--- src/rtl/wbc_pkg.sv ---
package wbc_pkg;
  typedef enum logic [2:0] {
    ST_IDLE,
    ST_LOOK,
    ST_WB,
    ST_FILL,
    ST_WAIT
  } wbc_state_e;

  localparam int POL_LRU  = 0;
  localparam int POL_PLRU = 1;

  function automatic int idx_bits(input int n);
    return (n > 1) ? $clog2(n) : 1;
  endfunction
endpackage

--- src/rtl/wbc_tag_store.sv ---
module wbc_tag_store #(
  parameter int SETS  = 16,
  parameter int WAYS  = 4,
  parameter int TAG_W = 24,
  parameter int SET_W = 4,
  parameter int WAY_W = 2
) (
  input  logic                        clk,
  input  logic                        rst,
  input  logic                        rd_en,
  input  logic [SET_W-1:0]            rd_set,
  output logic [WAYS-1:0][TAG_W-1:0]  rd_tags,
  input  logic [SET_W-1:0]            look_set,
  output logic [WAYS-1:0]             valid_row,
  output logic [WAYS-1:0]             dirty_row,
  input  logic                        mark_dirty,
  input  logic [WAY_W-1:0]            mark_way,
  input  logic                        fill_en,
  input  logic [WAY_W-1:0]            fill_way,
  input  logic [TAG_W-1:0]            fill_tag,
  input  logic                        fill_dirty
);
  logic [TAG_W-1:0] rd_q [WAYS];
  logic [WAYS-1:0]  vld [SETS];
  logic [WAYS-1:0]  drt [SETS];

  // one tag RAM per way, synchronous read, so each maps to block RAM
  for (genvar w = 0; w < WAYS; w++) begin : g_way
    logic [TAG_W-1:0] mem [SETS];
    always_ff @(posedge clk) begin
      if (fill_en && fill_way == WAY_W'(w)) mem[look_set] <= fill_tag;
      if (rd_en) rd_q[w] <= mem[rd_set];
    end
    assign rd_tags[w] = rd_q[w];
  end

  always_ff @(posedge clk) begin
    if (rst) begin
      for (int s = 0; s < SETS; s++) begin
        vld[s] <= '0;
        drt[s] <= '0;
      end
    end else begin
      if (fill_en) begin
        vld[look_set][fill_way] <= 1'b1;
        drt[look_set][fill_way] <= fill_dirty;
      end
      if (mark_dirty) drt[look_set][mark_way] <= 1'b1;
    end
  end

  assign valid_row = vld[look_set];
  assign dirty_row = drt[look_set];


  fill_invalid_first_chk: assert property (@(posedge clk) disable iff (rst)
    (fill_en && !(&valid_row)) |-> !valid_row[fill_way]);
endmodule

--- src/rtl/wbc_repl.sv ---
module wbc_repl #(
  parameter int SETS   = 16,
  parameter int WAYS   = 4,
  parameter int POLICY = 0,
  parameter int SET_W  = 4,
  parameter int WAY_W  = 2
) (
  input  logic             clk,
  input  logic             rst,
  input  logic [SET_W-1:0] set_i,
  input  logic             touch_en,
  input  logic [WAY_W-1:0] touch_way,
  output logic [WAY_W-1:0] victim
);
  import wbc_pkg::*;

  if (WAYS == 1) begin : g_dm
    assign victim = '0;
  end else if (POLICY == POL_PLRU) begin : g_plru
    localparam int LV = $clog2(WAYS);
    logic [WAYS-2:0] tr [SETS];
    logic [WAYS-2:0] nxt_tr;
    logic [LV:0]     vnode;
    logic [LV:0]     unode;

    always_comb begin
      vnode = '0;
      for (int l = 0; l < LV; l++)
        vnode = (vnode << 1) + (LV+1)'(1) + (LV+1)'(tr[set_i][vnode]);
      victim = WAY_W'(vnode - (LV+1)'(WAYS-1));
    end

    always_comb begin
      nxt_tr = tr[set_i];
      unode  = '0;
      for (int l = 0; l < LV; l++) begin
        nxt_tr[unode] = ~touch_way[LV-1-l];
        unode = (unode << 1) + (LV+1)'(1) + (LV+1)'(touch_way[LV-1-l]);
      end
    end

    always_ff @(posedge clk) begin
      if (rst) begin
        for (int s = 0; s < SETS; s++) tr[s] <= '0;
      end else if (touch_en) begin
        tr[set_i] <= nxt_tr;
      end
    end
  end else begin : g_lru
    logic [WAY_W-1:0] age [SETS][WAYS];
    logic [WAYS-1:0]  oldest;

    always_comb begin
      victim = '0;
      oldest = '0;
      for (int w = 0; w < WAYS; w++) begin
        if (age[set_i][w] == WAY_W'(WAYS-1)) begin
          victim    = WAY_W'(w);
          oldest[w] = 1'b1;
        end
      end
    end

    always_ff @(posedge clk) begin
      if (rst) begin
        for (int s = 0; s < SETS; s++)
          for (int w = 0; w < WAYS; w++) age[s][w] <= WAY_W'(w);
      end else if (touch_en) begin
        for (int w = 0; w < WAYS; w++) begin
          if (WAY_W'(w) == touch_way) age[set_i][w] <= '0;
          else if (age[set_i][w] < age[set_i][touch_way])
            age[set_i][w] <= age[set_i][w] + 1'b1;
        end
      end
    end


    lru_single_oldest_chk: assert property (@(posedge clk) disable iff (rst)
      $countones(oldest) == 1);
  end

  if (WAYS > 1) begin : g_away

    victim_not_touched_chk: assert property (@(posedge clk) disable iff (rst)
      touch_en |=> (set_i != $past(set_i) || victim != $past(touch_way)));
  end
endmodule

--- src/rtl/wb_cache_ctrl.sv ---
module wb_cache_ctrl #(
  parameter int ADDR_W      = 32,
  parameter int CACHE_BYTES = 1024,
  parameter int BLOCK_BYTES = 16,
  parameter int WAYS        = 4,
  parameter int POLICY      = 0,
  localparam int SETS  = CACHE_BYTES / (BLOCK_BYTES * WAYS),
  localparam int OFF_W = $clog2(BLOCK_BYTES),
  localparam int SET_W = wbc_pkg::idx_bits(SETS),
  localparam int TAG_W = ADDR_W - OFF_W - SET_W,
  localparam int BLK_W = ADDR_W - OFF_W,
  localparam int WAY_W = wbc_pkg::idx_bits(WAYS)
) (
  input  logic              clk,
  input  logic              rst,
  input  logic              up_valid,
  input  logic              up_write,
  input  logic [ADDR_W-1:0] up_addr,
  output logic              up_ready,
  output logic              rsp_valid,
  output logic              rsp_hit,
  output logic              dn_req_valid,
  output logic              dn_req_write,
  output logic [BLK_W-1:0]  dn_req_addr,
  input  logic              dn_req_ready,
  input  logic              dn_rd_done,
  output logic              ev_hit,
  output logic              ev_miss,
  output logic              ev_wb,
  output logic              ev_fill
);
  import wbc_pkg::*;

  wbc_state_e state;
  logic [TAG_W-1:0] req_tag, wb_tag_q;
  logic [SET_W-1:0] req_set;
  logic             req_wr;
  logic [WAY_W-1:0] way_q;

  logic [WAYS-1:0][TAG_W-1:0] rd_tags;
  logic [WAYS-1:0] valid_row, dirty_row, hit_vec;
  logic            hit, any_inv, need_wb;
  logic [WAY_W-1:0] hit_way, inv_way, victim, alloc_way, touch_way;
  logic            touch_en, fill_en, mark_dirty, rd_en;

  assign rd_en = (state == ST_IDLE) && up_valid;

  wbc_tag_store #(.SETS(SETS), .WAYS(WAYS), .TAG_W(TAG_W), .SET_W(SET_W), .WAY_W(WAY_W)) u_tags (
    .clk(clk), .rst(rst),
    .rd_en(rd_en), .rd_set(up_addr[OFF_W +: SET_W]), .rd_tags(rd_tags),
    .look_set(req_set), .valid_row(valid_row), .dirty_row(dirty_row),
    .mark_dirty(mark_dirty), .mark_way(hit_way),
    .fill_en(fill_en), .fill_way(way_q), .fill_tag(req_tag), .fill_dirty(req_wr)
  );

  wbc_repl #(.SETS(SETS), .WAYS(WAYS), .POLICY(POLICY), .SET_W(SET_W), .WAY_W(WAY_W)) u_repl (
    .clk(clk), .rst(rst), .set_i(req_set),
    .touch_en(touch_en), .touch_way(touch_way), .victim(victim)
  );

  // lowest-numbered match and lowest-numbered hole
  always_comb begin
    hit = 1'b0; hit_way = '0; any_inv = 1'b0; inv_way = '0; hit_vec = '0;
    for (int w = WAYS-1; w >= 0; w--) begin
      if (valid_row[w] && rd_tags[w] == req_tag) begin
        hit = 1'b1; hit_way = WAY_W'(w); hit_vec[w] = 1'b1;
      end
      if (!valid_row[w]) begin
        any_inv = 1'b1; inv_way = WAY_W'(w);
      end
    end
  end

  assign alloc_way  = any_inv ? inv_way : victim;
  assign need_wb    = !any_inv && dirty_row[victim];
  assign fill_en    = (state == ST_WAIT) && dn_rd_done;
  assign mark_dirty = (state == ST_LOOK) && hit && req_wr;
  assign touch_en   = ((state == ST_LOOK) && hit) || fill_en;
  assign touch_way  = (state == ST_LOOK) ? hit_way : way_q;

  assign up_ready     = (state == ST_IDLE);
  assign dn_req_valid = (state == ST_WB) || (state == ST_FILL);
  assign dn_req_write = (state == ST_WB);
  assign dn_req_addr  = (state == ST_WB) ? {wb_tag_q, req_set} : {req_tag, req_set};

  always_ff @(posedge clk) begin
    if (rst) begin
      state <= ST_IDLE;
      req_tag <= '0; req_set <= '0; req_wr <= 1'b0;
      way_q <= '0; wb_tag_q <= '0;
      rsp_valid <= 1'b0; rsp_hit <= 1'b0;
      ev_hit <= 1'b0; ev_miss <= 1'b0; ev_wb <= 1'b0; ev_fill <= 1'b0;
    end else begin
      rsp_valid <= 1'b0;
      ev_hit <= 1'b0; ev_miss <= 1'b0; ev_wb <= 1'b0; ev_fill <= 1'b0;
      case (state)
        ST_IDLE: if (up_valid) begin
          req_tag <= up_addr[ADDR_W-1 -: TAG_W];
          req_set <= up_addr[OFF_W +: SET_W];
          req_wr  <= up_write;
          state   <= ST_LOOK;
        end
        ST_LOOK: if (hit) begin
          rsp_valid <= 1'b1; rsp_hit <= 1'b1; ev_hit <= 1'b1;
          state <= ST_IDLE;
        end else begin
          ev_miss  <= 1'b1;
          way_q    <= alloc_way;
          wb_tag_q <= rd_tags[alloc_way];
          state    <= need_wb ? ST_WB : ST_FILL;
        end
        ST_WB: if (dn_req_ready) begin
          ev_wb <= 1'b1; state <= ST_FILL;
        end
        ST_FILL: if (dn_req_ready) begin
          ev_fill <= 1'b1; state <= ST_WAIT;
        end
        ST_WAIT: if (dn_rd_done) begin
          rsp_valid <= 1'b1; rsp_hit <= 1'b0;
          state <= ST_IDLE;
        end
        default: state <= ST_IDLE;
      endcase
    end
  end


  wb_then_read_chk: assert property (@(posedge clk) disable iff (rst)
    (dn_req_valid && dn_req_write && dn_req_ready) |=> (dn_req_valid && !dn_req_write));

  hit_quiet_chk: assert property (@(posedge clk) disable iff (rst)
    (rsp_valid && rsp_hit) |-> !$past(dn_req_valid));

  single_match_chk: assert property (@(posedge clk) disable iff (rst)
    (state == ST_LOOK) |-> $onehot0(hit_vec));

  stall_on_miss_chk: assert property (@(posedge clk) disable iff (rst)
    ev_miss |-> !up_ready);

  hit_pulse_chk: assert property (@(posedge clk) disable iff (rst)
    ev_hit |=> !ev_hit);
endmodule

--- config.mk ---
export PLATFORM = sky130hd
export DESIGN_NAME = wb_cache_ctrl
export DESIGN_NICKNAME = d
export VERILOG_FILES = /design/src/rtl/wbc_pkg.sv /design/src/rtl/wbc_tag_store.sv /design/src/rtl/wbc_repl.sv /design/src/rtl/wb_cache_ctrl.sv
export SDC_FILE = /design/constraint.sdc
export NUM_CORES = 2
export LEC_CHECK = 0
export BUFFER_PORTS_ARGS = -buffer_cell sky130_fd_sc_hd__buf_2
export CORE_AREA = 2 2 379 381
export CTS_CLUSTER_SIZE = 25
export DETAILED_ROUTE_END_ITERATION = 12
export DIE_AREA = 0 0 381 383
export PLACE_DENSITY_LB_ADDON = 0.05
export SYNTH_ARGS = -nofsm -noshare
export SYNTH_HDL_FRONTEND = slang
export SYNTH_SLANG_ARGS = --single-unit
--- constraint.sdc ---
create_clock -name clk -period 5.12 [get_ports clk]
set_input_delay 0.256 -clock clk [delete_from_list [all_inputs] [get_ports clk]]
set_output_delay 0.256 -clock clk [all_outputs]
set_load 0.01 [all_outputs]
==> impl_metrics.prom <==
# TYPE chip_impl_metric gauge
chip_impl_metric{name="min_period",unit="ns"} 4.94
chip_impl_metric{name="via_count_of_the_first_global_routing_pass",unit=""} 40300
chip_impl_metric{name="cellPowerDensity",unit="mW/mm^2"} 392
chip_impl_info{name="outcome",value="finished clean"} 1
chip_impl_metric{name="latest_clock_arrival_within_the_worst_skew_pair",unit="ns"} 0.82
chip_impl_metric{name="port_buffers",unit=""} 70
chip_impl_metric{name="clock.fmax",unit="MHz"} 202
chip_impl_info{name="rsz0062_at_grt",value="no"} 1
chip_impl_metric{name="synth.lib_cells_used.distinct",unit=""} 72
chip_impl_metric{name="largest_net_degree_at_the_start_of_global_routing",unit=""} 113
chip_impl_metric{name="drive_above_1_share",unit="%"} 29.4
chip_impl_metric{name="nNetsFinal",unit=""} 4202
chip_impl_metric{name="gp_routability_congestion",unit=""} 0.880
chip_impl_metric{name="layout_worst_path_cycle_share",unit="%"} 96.5
chip_impl_metric{name="detail_route.first_pass.iterations",unit=""} 5
chip_impl_metric{name="postLayoutCellArea",unit="mm^2"} 0.0881
chip_impl_metric{name="final.setup_skew",unit="ns"} 0.0271
chip_impl_metric{name="initialDrtViolationCount",unit=""} 4679
chip_impl_metric{name="dpl.hpwl",unit="mm"} 119
chip_impl_metric{name="post-place-ws",unit="ns"} 0.0188
chip_impl_metric{name="design.die.area",unit="mm^2"} 0.146
chip_impl_metric{name="worst-endpoint-arrival",unit="ns"} 5.45
chip_impl_metric{name="cts.path.max_buffers",unit=""} 3
chip_impl_metric{name="vias",unit=""} 39800
chip_impl_info{name="setup.worst_path.class",value="reg -> reg"} 1
chip_impl_metric{name="num_rows",unit=""} 139
chip_impl_metric{name="via_per_inst",unit=""} 6.40
chip_impl_metric{name="die_h",unit="um"} 383
chip_impl_info{name="critPathCaptureType",value="register"} 1
chip_impl_metric{name="core-area",unit="mm^2"} 0.142
chip_impl_info{name="cts_tree",value="built"} 1
chip_impl_metric{name="drc_errors",unit=""} 0
chip_impl_metric{name="tritoncts.num_buffers",unit=""} 195
chip_impl_info{name="yosys.cell_count.top_type",value="edfxtp_1"} 1
chip_impl_info{name="crit_path_start_kind",value="register"} 1
chip_impl_metric{name="final_antenna_net_count",unit=""} 0
chip_impl_metric{name="postRouteWirelength",unit="mm"} 203
chip_impl_metric{name="dpl-instance-area",unit="mm^2"} 0.0815
chip_impl_metric{name="globalRoute.totalOverflow",unit=""} 0
chip_impl_info{name="synth_top_cells_by_area",value="edfxtp_1 (71%), mux4_2 (16%), dfxtp_1 (3.4%)"} 1
chip_impl_metric{name="area_delta_synth_final",unit="%"} 13.6
chip_impl_info{name="critical-path-top-delay-family",value="simple AND/OR/NAND/NOR gates"} 1
chip_impl_metric{name="power.ir.vdd_worst",unit="V"} 0.000331
chip_impl_info{name="critical-path-slowest-cell",value="a2111oi_4"} 1
chip_impl_info{name="clockRootBuffer",value="clkbuf_16"} 1
chip_impl_metric{name="max-cap-violations",unit=""} 0
chip_impl_metric{name="synth_edf_count",unit=""} 1824
chip_impl_metric{name="grt_pass1_wl",unit="mm"} 290
chip_impl_metric{name="timing.hold.ws",unit="ns"} 0.241
chip_impl_info{name="ys_top_cells_by_count",value="edfxtp_1 (1824), mux4_2 (550), nor2_1 (430)"} 1
chip_impl_metric{name="die-width",unit="um"} 381
chip_impl_metric{name="syn_inst",unit=""} 3918
chip_impl_info{name="critical_path.most_common_cell",value="buf_4"} 1
chip_impl_metric{name="ioPinCount",unit=""} 75
chip_impl_metric{name="report.final.hold_viol_count",unit=""} 0
chip_impl_metric{name="fill_cells",unit=""} 10000
chip_impl_info{name="synth_largest_area_cell",value="edfxtp_1"} 1
chip_impl_info{name="class_of_the_tightest_hold_or_removal_check",value="in -> reg"} 1
chip_impl_metric{name="sum_of_negative_setup_slack",unit="ns"} 0
chip_impl_metric{name="synth-seq-cells",unit=""} 1956
chip_impl_metric{name="start_util",unit="%"} 54.5
chip_impl_metric{name="synth.cell_area",unit="mm^2"} 0.0775
chip_impl_metric{name="antenna_found_initial",unit=""} 6
chip_impl_metric{name="clock_sinks",unit=""} 1956
chip_impl_metric{name="fin_ws",unit="ns"} 0.181
chip_impl_metric{name="critPathRequiredTime",unit="ns"} 5.63
chip_impl_info{name="cp_cell_sequence",value="buf_4 > xnor2_1 > nand4_1 > nor4_1 > buf_4 > nand3_1 > o2111ai_4 > nand2_1 > nand2_2 > o21ai_0 > a2111oi_4 > nor2_1"} 1
chip_impl_metric{name="cp_slowest_stage_delay",unit="ns"} 0.95
chip_impl_metric{name="final-setup-viol-count",unit=""} 0
chip_impl_metric{name="synthesis.nets",unit=""} 3959
chip_impl_metric{name="yosys_warnings",unit=""} 0
chip_impl_metric{name="worst_pin_slew",unit="ns"} 1.34
chip_impl_metric{name="slew-limit-headroom",unit="%"} 10.6
chip_impl_metric{name="ys_seq_area_share",unit="%"} 74.0
chip_impl_metric{name="grt_usage",unit="%"} 28.2
chip_impl_info{name="postSynth.topFlopCell",value="edfxtp_1"} 1
chip_impl_metric{name="detail_route.wl_per_cell",unit="um"} 32.5
chip_impl_metric{name="slew_violations",unit=""} 0
chip_impl_metric{name="power.static_leakage",unit="nW"} 27.9
chip_impl_metric{name="synth_top_area_share",unit="%"} 70.6
chip_impl_metric{name="timing.critical_path.fanout_max",unit=""} 48
chip_impl_metric{name="postSynthAreaPerCell",unit="um^2"} 19.8
chip_impl_metric{name="ctsHtreeMaxLevel",unit=""} 4
chip_impl_metric{name="clk_transition_reported_paths",unit="ns"} 0.06
chip_impl_metric{name="crit_buf_inv",unit=""} 2
chip_impl_metric{name="ys_async_sr_fraction",unit="%"} 0
layer usage:
metal / vias up / global-route usage (%) / wire (um)
met5: - / 0 / 13
met4: 2 / 8.33 / 5390
met3: 303 / 4.65 / 16400
met2: 1880 / 45.0 / 99100
met1: 21300 / 40.5 / 81600
li1: 16300 / - / -
kinds of logic (layout without fill, tap and decap cells):
family | after synthesis | in the layout | synth area share [%]
AO/OA/AOI/OAI | 272 | 272 | 2.63
flip-flops | 1956 | 1956 | 74.0
other | 0 | 1 | 0
multiplexers | 605 | 605 | 16.8
buffers and inverters | 273 | 673 | 1.46
XOR/XNOR | 97 | 97 | 1.10
AND/OR/NAND/NOR | 712 | 712 | 3.96
adder cells (fa/ha/maj) | 3 | 3 | 0.0484
worst min-delay path, cell delays in order:
cell	delay [ns]
dlygate4sd3_1	0.54
buf_2	0.12
nand2_1	0.05
a21oi_1	0.05
per-stage QoR:
| step | utilization, % | cells | total power, mW |
|---|---|---|---|
| floorplan | - | 3918 | 19.8 |
| global placement | 57.3 | 5830 | 20.8 |
| detailed placement | 57.3 | 5830 | 20.8 |
| CTS | 61.9 | 6220 | 34.7 |
| global route | 61.9 | 6221 | 35.5 |
| finish | 61.9 | 6222 | 34.5 |
placed cells by master, fill, tap and decap left out, types with 11 or more instances in the layout:
cell           instances
a211oi_1              51
dfxtp_1              105
mux2i_1               28
nor2b_1               34
nor2_4                65
xor2_1                50
mux2_2                25
clkbuf_16            200
o21ba_2               18
nand2_1              146
o21ai_0               22
buf_2                 65
clkinv_2              26
a22oi_1               11
clkbuf_1              41
nor2_1               366
mux4_2               550
dfxtp_2               26
buf_4                188
nand3_1               18
nor4_1                15
nor2_2                11
edfxtp_1            1824
o21bai_1              64
buf_12                16
clkinv_1              49
bufinv_16             18
dlygate4sd3_1         36
xnor2_1               47
nand4_1               18
a21oi_1               64
flip-flops by register name, indices dropped and copies added (netlist names), named ones only:
| register | cells |
|---|---|
| u_tags.drt | 64 |
| req_wr | 1 |
| rsp_hit | 1 |
| u_tags.rd_q | 96 |
| u_tags.vld | 64 |
| wb_tag_q | 24 |
| ev_hit | 1 |
| ev_miss | 1 |
| rsp_valid | 1 |
| u_repl.g_lru.age | 128 |
| req_tag | 24 |
| way_q | 2 |
| state | 3 |
| ev_fill | 1 |
| u_tags.g_way.mem | 1536 |
| ev_wb | 1 |
| req_set | 4 |
repair_timing:
action,CTS,global route
hold buffers,36,0
hold endpoints to repair,71,0
endpoints found under the setup margin,0,77
buffers inserted,0,1
gates resized for setup,0,1
cell type report:
class | count | area (um^2) | area share (%)
diodes | 1 | 2.50 | 0.00284
clock inverters | 110 | 1040 | 1.19
well taps | 1903 | 2380 | 2.70
inverters | 9 | 38.8 | 0.0440
multi-input cells | 1689 | 19500 | 22.1
repair buffers | 310 | 2480 | 2.82
flip-flops and latches | 1956 | 57500 | 65.2
clock buffers | 244 | 5200 | 5.90
where the power goes:
| part | leakage, nW | total (mW) | internal [mW] | switching [mW] |
|---|---|---|---|---|
| registers | 17.9 | 18.2 | 17.9 | 0.302 |
| logic | 6.99 | 2.39 | 0.880 | 1.51 |
| clock network | 3.03 | 14.0 | 8.07 | 5.92 |
final timing paths:
| check | startpoint | endpoint | slack, ns | cells after the start |
|---|---|---|---|---|
| setup reg to reg | req_tag[21] | u_repl.g_lru.age[12][6] | 0.18 | 12 |
| setup / recovery | req_tag[21] | u_repl.g_lru.age[12][6] | 0.18 | 12 |
| hold / removal | up_addr[8] | req_tag[0] | 0.24 | 4 |
| hold reg to reg | u_tags.vld[6][1] | u_tags.vld[6][1] | 0.47 | 2 |
Power figures use the tool's default switching activity.
